===== config.mk =====
export PLATFORM = sky130hd
export DESIGN_NAME = cfg_spcyc_fwd
export DESIGN_NICKNAME = d
export VERILOG_FILES = /design/src/rtl/cfgsc_pkg.sv /design/src/rtl/cfgsc_classifier.sv /design/src/rtl/cfgsc_entry.sv /design/src/rtl/cfgsc_fsm.sv /design/src/rtl/cfg_spcyc_fwd.sv
export SDC_FILE = /design/constraint.sdc
export NUM_CORES = 1
export LEC_CHECK = 0
export CAP_MARGIN = 20
export CORE_MARGIN = 1.5
export CORE_UTILIZATION = 41
export DETAILED_ROUTE_END_ITERATION = 8
export PLACE_DENSITY = 0.77
export SLEW_MARGIN = 10
export SYNTH_ARGS = -nofsm -noshare
export SYNTH_HDL_FRONTEND = slang
export SYNTH_SLANG_ARGS = --single-unit

===== constraint.sdc =====
create_clock -name clk -period 2.19 [get_ports clk]
set_input_delay 0.219 -clock clk [delete_from_list [all_inputs] [get_ports clk]]
set_output_delay 0.219 -clock clk [all_outputs]
set_load 0.005 [all_outputs]

===== src/rtl/cfgsc_pkg.sv =====
package cfgsc_pkg;

    localparam int BUS_W   = 8;
    localparam int BUS_LSB = 16;
    localparam int DEC_W   = 24;

    localparam logic [3:0] CMD_CFG_WR = 4'b1011;
    localparam logic [3:0] CMD_SPCYC  = 4'b0001;

    typedef enum logic [1:0] {
        ST_IDLE = 2'd0,
        ST_PEND = 2'd1,
        ST_DONE = 2'd2
    } fwd_state_t;

    typedef enum logic [1:0] {
        CLS_NONE = 2'd0,
        CLS_SPEC = 2'd1,
        CLS_FWD  = 2'd2
    } fwd_class_t;

    typedef struct packed {
        logic [1:0] low;
        logic [5:0] regno;
        logic [2:0] func;
        logic [4:0] dev;
        logic [BUS_W-1:0] bus;
    } addr_fields_t;

    function automatic addr_fields_t split_addr(input logic [DEC_W-1:0] a);
        addr_fields_t f;
        f.low   = a[1:0];
        f.regno = a[7:2];
        f.func  = a[10:8];
        f.dev   = a[15:11];
        f.bus   = a[BUS_LSB +: BUS_W];
        return f;
    endfunction

    function automatic logic base_ok(input addr_fields_t f, input logic [3:0] cmd);
        return (cmd == CMD_CFG_WR) && (f.low == 2'b01) &&
               (f.dev == 5'b11111) && (f.func == 3'b111);
    endfunction

    function automatic logic out_of_range(input logic [BUS_W-1:0] bus,
                                          input logic [BUS_W-1:0] lo,
                                          input logic [BUS_W-1:0] hi);
        return (bus < lo) || (bus > hi);
    endfunction

endpackage


===== src/rtl/cfgsc_classifier.sv =====
module cfgsc_classifier
    import cfgsc_pkg::*;
(
    input  logic [DEC_W-1:0] addr,
    input  logic [3:0]       cmd,
    input  logic             dir_up,
    input  logic [BUS_W-1:0] pri_bus,
    input  logic [BUS_W-1:0] sec_bus,
    input  logic [BUS_W-1:0] sub_bus,
    output fwd_class_t       cls
);
    addr_fields_t f;
    logic         base, spec_hit, fwd_hit;
    logic [BUS_W-1:0] spec_bus;

    always_comb begin
        f        = split_addr(addr);
        base     = base_ok(f, cmd);
        spec_bus = dir_up ? pri_bus : sec_bus;
        spec_hit = base && (f.regno == 6'd0) && (f.bus == spec_bus);
        fwd_hit  = base && dir_up && out_of_range(f.bus, sec_bus, sub_bus);
        if (spec_hit)      cls = CLS_SPEC;
        else if (fwd_hit)  cls = CLS_FWD;
        else               cls = CLS_NONE;
    end
endmodule


===== src/rtl/cfgsc_entry.sv =====
module cfgsc_entry
    import cfgsc_pkg::*;
#(
    parameter int AW = 32,
    parameter int DW = 32
)(
    input  logic          clk,
    input  logic          rst,
    input  logic          load,
    input  logic          release_ent,
    input  fwd_class_t    in_cls,
    input  logic [AW-1:0] in_addr,
    input  logic [3:0]    in_cmd,
    input  logic [DW-1:0] in_data,
    output fwd_class_t    held_cls,
    output logic [AW-1:0] held_addr,
    output logic [3:0]    held_cmd,
    output logic [DW-1:0] held_data,
    output logic          match
);
    typedef struct packed {
        logic          valid;
        fwd_class_t    cls;
        logic [AW-1:0] addr;
        logic [3:0]    cmd;
        logic [DW-1:0] data;
    } entry_t;

    entry_t ent;

    always_ff @(posedge clk) begin
        if (rst) begin
            ent <= '{valid: 1'b0, cls: CLS_NONE, addr: '0, cmd: '0, data: '0};
        end else if (load) begin
            ent <= '{valid: 1'b1, cls: in_cls, addr: in_addr, cmd: in_cmd, data: in_data};
        end else if (release_ent) begin
            ent.valid <= 1'b0;
            ent.cls   <= CLS_NONE;
        end
    end

    always_comb begin
        held_cls  = ent.cls;
        held_addr = ent.addr;
        held_cmd  = ent.cmd;
        held_data = ent.data;
        match     = ent.valid && (in_addr == ent.addr) &&
                    (in_cmd == ent.cmd) && (in_data == ent.data);
    end

    p_entry_hold_r11: assert property (@(posedge clk) disable iff (rst)
        (ent.valid && !load && !release_ent) |=> $stable(ent));
endmodule


===== src/rtl/cfgsc_fsm.sv =====
module cfgsc_fsm
    import cfgsc_pkg::*;
(
    input  logic       clk,
    input  logic       rst,
    input  logic       req_valid,
    input  logic       req_multi,
    input  fwd_class_t new_cls,
    input  fwd_class_t held_cls,
    input  logic       match,
    input  logic       tgt_done,
    input  logic       tgt_mabort,
    output logic       load,
    output logic       release_ent,
    output logic       tgt_req,
    output logic       resp_retry,
    output logic       resp_trdy,
    output logic       resp_disc
);
    fwd_state_t state, state_nx;
    logic       complete, busy_retry;

    always_comb begin
        load        = req_valid && (state == ST_IDLE) && (new_cls != CLS_NONE);
        complete    = (state == ST_PEND) &&
                      ((held_cls == CLS_SPEC) ? tgt_mabort : tgt_done);
        release_ent = req_valid && (state == ST_DONE) && match;
        busy_retry  = req_valid && ((state == ST_PEND) ||
                                    ((state == ST_DONE) && !match));
        tgt_req     = (state == ST_PEND);
        state_nx    = state;
        case (state)
            ST_IDLE: if (load)        state_nx = ST_PEND;
            ST_PEND: if (complete)    state_nx = ST_DONE;
            ST_DONE: if (release_ent) state_nx = ST_IDLE;
            default:                  state_nx = ST_IDLE;
        endcase
    end

    always_ff @(posedge clk) begin
        if (rst) begin
            state      <= ST_IDLE;
            resp_retry <= 1'b0;
            resp_trdy  <= 1'b0;
            resp_disc  <= 1'b0;
        end else begin
            state      <= state_nx;
            resp_retry <= load || busy_retry;
            resp_trdy  <= release_ent;
            resp_disc  <= release_ent && req_multi;
        end
    end

    p_ignored_quiet_r1: assert property (@(posedge clk) disable iff (rst)
        (state == ST_IDLE && req_valid && new_cls == CLS_NONE)
        |=> (!resp_retry && !resp_trdy && !tgt_req));
    p_accept_retry_r6: assert property (@(posedge clk) disable iff (rst)
        (state == ST_IDLE && req_valid && new_cls != CLS_NONE)
        |=> (resp_retry && tgt_req));
    p_resp_excl_r8: assert property (@(posedge clk) disable iff (rst)
        !(resp_retry && resp_trdy));
    p_trdy_after_done_r8: assert property (@(posedge clk) disable iff (rst)
        resp_trdy |-> ($past(state) == ST_DONE && state == ST_IDLE));
    p_disc_with_trdy_r9: assert property (@(posedge clk) disable iff (rst)
        resp_disc |-> resp_trdy);
endmodule


===== src/rtl/cfg_spcyc_fwd.sv =====
module cfg_spcyc_fwd
    import cfgsc_pkg::*;
#(
    parameter int AW = 32,
    parameter int DW = 32
)(
    input  logic          clk,
    input  logic          rst,
    input  logic          req_valid,
    input  logic [AW-1:0] req_addr,
    input  logic [3:0]    req_cmd,
    input  logic [DW-1:0] req_data,
    input  logic          req_multi,
    input  logic          dir_up,
    input  logic [7:0]    pri_bus,
    input  logic [7:0]    sec_bus,
    input  logic [7:0]    sub_bus,
    input  logic          tgt_done,
    input  logic          tgt_mabort,
    output logic          tgt_req,
    output logic [AW-1:0] tgt_addr,
    output logic [3:0]    tgt_cmd,
    output logic [DW-1:0] tgt_data,
    output logic          resp_retry,
    output logic          resp_trdy,
    output logic          resp_disc
);
    fwd_class_t new_cls, held_cls;
    logic       load, release_ent, match;
    logic [3:0] held_cmd;

    cfgsc_classifier u_cls (
        .addr    (req_addr[DEC_W-1:0]),
        .cmd     (req_cmd),
        .dir_up  (dir_up),
        .pri_bus (pri_bus),
        .sec_bus (sec_bus),
        .sub_bus (sub_bus),
        .cls     (new_cls)
    );

    cfgsc_entry #(.AW(AW), .DW(DW)) u_ent (
        .clk         (clk),
        .rst         (rst),
        .load        (load),
        .release_ent (release_ent),
        .in_cls      (new_cls),
        .in_addr     (req_addr),
        .in_cmd      (req_cmd),
        .in_data     (req_data),
        .held_cls    (held_cls),
        .held_addr   (tgt_addr),
        .held_cmd    (held_cmd),
        .held_data   (tgt_data),
        .match       (match)
    );

    cfgsc_fsm u_fsm (
        .clk         (clk),
        .rst         (rst),
        .req_valid   (req_valid),
        .req_multi   (req_multi),
        .new_cls     (new_cls),
        .held_cls    (held_cls),
        .match       (match),
        .tgt_done    (tgt_done),
        .tgt_mabort  (tgt_mabort),
        .load        (load),
        .release_ent (release_ent),
        .tgt_req     (tgt_req),
        .resp_retry  (resp_retry),
        .resp_trdy   (resp_trdy),
        .resp_disc   (resp_disc)
    );

    assign tgt_cmd = (held_cls == CLS_SPEC) ? CMD_SPCYC : held_cmd;

    p_tgt_cmd_legal_r2: assert property (@(posedge clk) disable iff (rst)
        tgt_req |-> (tgt_cmd == CMD_SPCYC || tgt_cmd == CMD_CFG_WR));
    p_tgt_stable_r11: assert property (@(posedge clk) disable iff (rst)
        (tgt_req && $past(tgt_req)) |-> ($stable(tgt_addr) && $stable(tgt_data)));
endmodule


Yosys cells after proc, flatten, opt, wreduce, memory -nomap -nowiden
Cells that the tools add are included.
Widths: inputs -> output; s select.
{ "word_totals": {"elab_cells": 63, "inputBits": 99, "output_inout_bits": 72, "ff_bits": 76} }
{ "op_classes": {"magnitude_cmp": 2, "eq_ne": 14, "reduce_logical": 27, "n_mux": 11} }
{ "ops": {"columns": ["operator", "count"], "rows": [
  ["$eq 32x32->1", 2],
  ["$logic_and 1x1->1", 18],
  ["$mux 2", 5],
  ["$eq 8x8->1", 1],
  ["$gt 8x8->1", 1],
  ["$lt 8x8->1", 1],
  ["$mux 8", 1],
  ["$eq 2x1->1 const B", 3],
  ["$logic_not 6->1", 1],
  ["$mux 3", 2],
  ["$ne 2x1->1 const B", 3],
  ["$pmux 2 s3", 1],
  ["$eq 5x5->1 const B", 1],
  ["$eq 4x4->1", 1],
  ["$eq 4x4->1 const B", 1],
  ["$mux 4", 1],
  ["$reduce_bool 2->1", 2],
  ["$eq 3x3->1 const B", 1],
  ["$logic_or 1x1->1", 3],
  ["$reduce_and 3->1", 1],
  ["$eq 2x2->1 const B", 1],
  ["$logic_not 2->1", 1],
  ["$logic_not 1->1", 1],
  ["$mux 1", 1]
]} }

Logic depth before layout (Yosys ltp)
{ "logic_depth": {"word_depth": 12, "ltp_mapped": 12, "mapped_depth_nobuf": 9} }

Hierarchy
A second synthesis with hierarchy kept.
{ "unflattened": {"cells_unflattened": 525, "area_unflattened_um2": 4739.5} }
{ "by_module_without_submodules": {"columns": ["mod", "seq_area_each_um2", "cells_per_inst", "area_per_inst_um2", "instances"], "rows": [
  ["cfgsc_entry", 1421.4, 412, 3819.9, 1],
  ["cfgsc_classifier", 0.0, 82, 646.9, 1],
  ["cfgsc_fsm", 100.1, 26, 234.0, 1],
  ["cfg_spcyc_fwd", 0.0, 5, 38.8, 1]
]} }

Least setup slack after synthesis
No wires, ideal clock.
{ "synth_path": {"kind": "input-to-reg", "from": "input sub_bus[1]", "to": "register u_ent.ent (netlist bit u_ent.held_addr[25])", "n_path_buf": 2, "path_slack_ns": 0.051, "setup_ns": 0.071, "path_stages": 11, "arrival_ns": 2.069, "t_required_ns": 2.119, "path_cell_list": "inv_1 ha_1 nor2b_1 o211ai_1 a21oi_1 o311a_1 nor2_1 buf_2 clkbuf_1 nand2_1 a21oi_2"} }
{ "synth_between": {"elab_chain_len": 7} }
{ "synth_rtl": {"columns": ["item", "line", "source"], "rows": [
  ["from (decl)", "cfg_spcyc_fwd.sv:17", "input logic [7:0] sub_bus,"],
  ["$gt 8x8->1", "cfgsc_pkg.sv:48", "return (bus < lo) || (bus > hi);"],
  ["$logic_or 1x1->1", "cfgsc_pkg.sv:48", null],
  ["$logic_and 1x1->1", "cfgsc_classifier.sv:21", "fwd_hit = base && dir_up && out_of_range(f.bus, sec_bus, sub_bus);"],
  ["$mux 2", "cfgsc_classifier.sv:23", "else if (fwd_hit) cls = CLS_FWD;"],
  ["$mux 2", "cfgsc_classifier.sv:22", "if (spec_hit) cls = CLS_SPEC;"],
  ["$reduce_bool 2->1", "cfgsc_fsm.sv:24", "load = req_valid && (state == ST_IDLE) && (new_cls != CLS_NONE);"],
  ["$logic_and 1x1->1", "cfgsc_fsm.sv:24", null],
  ["to (signal assigned)", "cfgsc_entry.sv:33", "ent <= '{valid: 1'b0, cls: CLS_NONE, addr: '0, cmd: '0, data: '0};"],
  ["to (signal assigned)", "cfgsc_entry.sv:35", "ent <= '{valid: 1'b1, cls: in_cls, addr: in_addr, cmd: in_cmd, data: in_data};"],
  ["to (decl)", "cfgsc_entry.sv:29", "entry_t ent;"]
]} }
No other way between the ends.
A chain may end at the register's enable or synchronous reset.

Worst setup path in the final report
{ "layout_path": {"from": "input req_data[22]", "to": "register u_fsm.resp_retry"} }
{ "layout_between": {"elab_chain_len": 7} }
{ "layout_rtl": {"columns": ["item", "line", "source"], "rows": [
  ["from (decl)", "cfg_spcyc_fwd.sv:12", "input logic [DW-1:0] req_data,"],
  ["$eq 32x32->1", "cfgsc_entry.sv:48", "(in_cmd == ent.cmd) && (in_data == ent.data);"],
  ["$logic_and 1x1->1", "cfgsc_entry.sv:48", null],
  ["$logic_not 1->1", "cfgsc_fsm.sv:29", "((state == ST_DONE) && !match));"],
  ["$logic_and 1x1->1", "cfgsc_fsm.sv:29", null],
  ["$logic_or 1x1->1", "cfgsc_fsm.sv:28", "busy_retry = req_valid && ((state == ST_PEND) ||"],
  ["$logic_and 1x1->1", "cfgsc_fsm.sv:28", null],
  ["$logic_or 1x1->1", "cfgsc_fsm.sv:48", "resp_retry <= load || busy_retry;"],
  ["to (signal assigned)", "cfgsc_fsm.sv:48", null],
  ["to (decl)", "cfgsc_fsm.sv:16", "output logic resp_retry,"]
]} }
No other way between the ends.

==> qor.csv <==
metric,value,unit
status,finished clean,
Crit. End Element,register,
prevailing post-synth register cell,dfxtp_1,
Clock Latency Late Sink,0.33,ns
gr ovfl total,0,
sequential share of power,0.395,
total CTS buffers,9,
Worst path slowest cell,clkdlybuf4s50_1,
critical path peak fanout,3,
residual DRC count,0,
Antenna Cells,0,
Starting Density,0.4278,
clk buf depth,2,
CTS tree,yes,
Sw Share,0.2348,
Post-synth top cells,"nand2_1, dfxtp_1, buf_4, a21oi_1, inv_1",
routability cong.,0.8383,
FP Rows,38,
# hold bufs at CTS,0,
sequential area share after synthesis,0.3238,
synth unique cells,49,
# setup viols final,0,
Post-DRT Antenna Nets,0,
vias,4734,
most numerous cell in the Yosys netlist,nand2_1,
H-tree Lvls,3,
CP Launch Type,primary input,
Worst path max stage delay,0.55,ns
Layout area overhead,59.63,%
Layout Skew,0.005375,ns
clk sinks,76,
Cells after Synth,581,
Async SR Flop Fraction,0,
Min-Delay Path Class,in2reg,
Crit path top cell by count,buf_4,
Yosys reg bits,76,
relative slew slack,0.5066,
# nets final,878,
Tcrit/Tclk final,0.9759,
Yosys warning count,0,
Final min period,2.137,ns
Die ar.,0.01211,mm^2
WL/cell,17.86,um
"EDFF count, synth",0,
# fillers,835,
# placed instances,874,
Worst-Margin Slew,0.7401,ns
max-capacitance violation count,0,
die width,110.0,um
Slew Limit Fails,0,
IO Count,171,
PortBufs,170,
critical path cell sequence,clkdlybuf4s50_1 > nor2b_1 > a2111oi_1 > o2111ai_1 > nor4_2 > buf_4 > buf_4 > a31oi_1 > o21ai_0 > a21oi_1,
post-DP HPWL,11.54,mm
total wire length,16.24,mm
area post-placement,0.006576,mm^2
R2R Setup Slk,0.08,ns
fmax,0.4679,GHz
final instance area,0.007500,mm^2
core box area,0.01098,mm^2
CTS root buffer,clkbuf_16,
R2R cell count,9,
Overall Power,3.497,mW
gr usage total,0.2500,
Pwr Density,466.3,mW/mm^2
worst hold stages,4,
Reg2Reg Launch Point,u_ent.held_addr[3],
crit-path leading delay family,compound AO/OA/AOI/OAI gates,
NetSw,0.8209,mW
global-route wire length before repair,22.89,mm
syn nets,695,
initial drt markers,301,
Logic pwr share,0.155,
syn avg cell area,8.086,um^2
Yosys top cell by area,dfxtp_1,
kind of critical path,in2reg,
Critical Path AT,2.32,ns
Buf/Inv on CP,3,
P_leak,3.037,nW
clock slew seen by the registers of the worst setup and hold paths,0.06,ns
First-pass DRT Iterations,6,
layout cells sized above 1,0.2575,
Synth top area share,0.3238,
Hold EP,u_ent.held_addr[21],
initial antenna violation count,0,
VDD IR-drop max,0.3951,mV
Synth area leaders,"dfxtp_1, buf_4, nand2_1",
mapped cell area,0.004698,mm^2
hold_ws,0.3391,ns
largest net degree at the start of global routing,31,
Worst EP required,2.37,ns
Clk pwr share,0.450,
"Cell Count, Final, Fillers Out",909,
Die Height,110.0,um
number of global-route vias before repair,4656,
FF-to-FF End,u_fsm.resp_retry,
Pint,2.676,mW
Vias/cell,5.208,
Hold Startpoint,req_addr[21],
final hold vios,0,
==> worst max path at each step <==
| stage | from | endpoint | slack [ns] | cells after the start |
|---|---|---|---|---|
| 3_3_place_gp | req_addr[23] | u_ent.held_data[4] | -0.46 | 11 |
| 6_report | req_data[22] | u_fsm.resp_retry | 0.05 | 10 |
| 5_1_grt | req_data[16] | u_fsm.resp_retry | -0.02 | 10 |
| 2_1_floorplan | sub_bus[1] | u_ent.held_addr[25] | 0.05 | 11 |
| 3_5_place_dp | sub_bus[7] | u_ent.held_data[25] | -0.57 | 12 |
| 4_1_cts | sub_bus[4] | u_ent.held_data[13] | -0.009 | 10 |
==> layout by cell type (no fill, tap or decap), types with 3 or more instances in the layout <==
master / n
nor4_2: 5
nor2_1: 22
inv_2: 7
nor4_1: 4
clkbuf_1: 3
xnor2_1: 27
dlymetal6s2s_1: 18
mux2i_1: 8
nand2b_1: 9
nand2_2: 24
inv_1: 25
a21oi_2: 30
buf_12: 10
clkbuf_2: 3
o22ai_1: 4
xor2_1: 27
nor3b_1: 4
nand4_1: 13
nand2_1: 93
buf_6: 3
dlygate4sd2_1: 21
and2_1: 4
dfxtp_1: 75
ha_1: 9
nor2b_1: 11
ha_4: 6
clkdlybuf4s50_1: 127
buf_4: 67
clkbuf_16: 16
a21oi_1: 40
o21ai_0: 3
==> layer usage <==
layer,up-vias,part of all wire,track usage
li1,2245,-,-
met1,2222,0.39,0.2968
met2,229,0.50,0.4423
met3,38,0.089,0.06055
met4,0,0.021,0.07885
met5,-,0,0
==> sequential cells by signal (all words and copies together), names as in the netlist, 2 cells and up <==
| name | cells |
|---|---|
| u_ent.held_cls | 2 |
| u_ent.held_addr | 32 |
| u_ent.held_cmd | 4 |
| u_fsm.state | 2 |
| u_ent.held_data | 32 |
==> per-stage QoR <==
stage / util / setup WS (ns) / TNS [ns]
2_1_floorplan: - / 0.05074 / 0
3_3_place_gp: 0.5988 / -0.4638 / -32.86
3_5_place_dp: 0.5988 / -0.5711 / -39.93
4_1_cts: 0.6474 / -0.009059 / -0.03190
5_1_grt: 0.6828 / -0.01938 / -0.04956
6_report: 0.6828 / 0.05277 / 0
==> layout make-up <==
| class | count | area [um^2] | share of cell area |
|---|---|---|---|
| tap | 140 | 175.2 | 0.02336 |
| multi-input combinational | 386 | 2704 | 0.3605 |
| sequential | 76 | 1523 | 0.2030 |
| inverter | 32 | 120.1 | 0.01602 |
| timing repair buffer | 259 | 2668 | 0.3557 |
| clock inverter | 4 | 73.82 | 0.009843 |
| clock buffer | 12 | 236.5 | 0.03153 |
==> power groups by stage <==
stage	logic (mW)	clock network (mW)	registers, mW
after floorplan	0.159	0	1.41
after global placement	0.486	0	1.41
after detailed placement	0.501	0	1.41
after CTS	0.519	1.58	1.38
after global routing	0.576	1.65	1.38
final	0.541	1.57	1.38
==> tightest hold or removal path, delay by kind of cell <==
kind,cells,cell delay [ns]
buffers and inverters,2,0.29
AOI/OAI and AO/OA,1,0.06
and+or+nand+nor,1,0.05
==> cell families after synthesis <==
logic type                 Yosys count  share of synthesized area
adders and majority gates           15                    0.03995
AOI/OAI and AO/OA                   97                     0.1350
and+or+nand+nor                    210                     0.2205
DFF                                 76                     0.3238
buffers and inverters              119                     0.1590
xor gates and xnor gates            55                     0.1025
muxes                                9                    0.01918
==> timing repair <==
action                                  CTS  global route
resized for setup                        63            48
endpoints found under the setup margin   76            75
pin swaps                                18            25
buffers inserted                          4             6
cloned                                    2             7
Power figures use the tool's default switching activity.
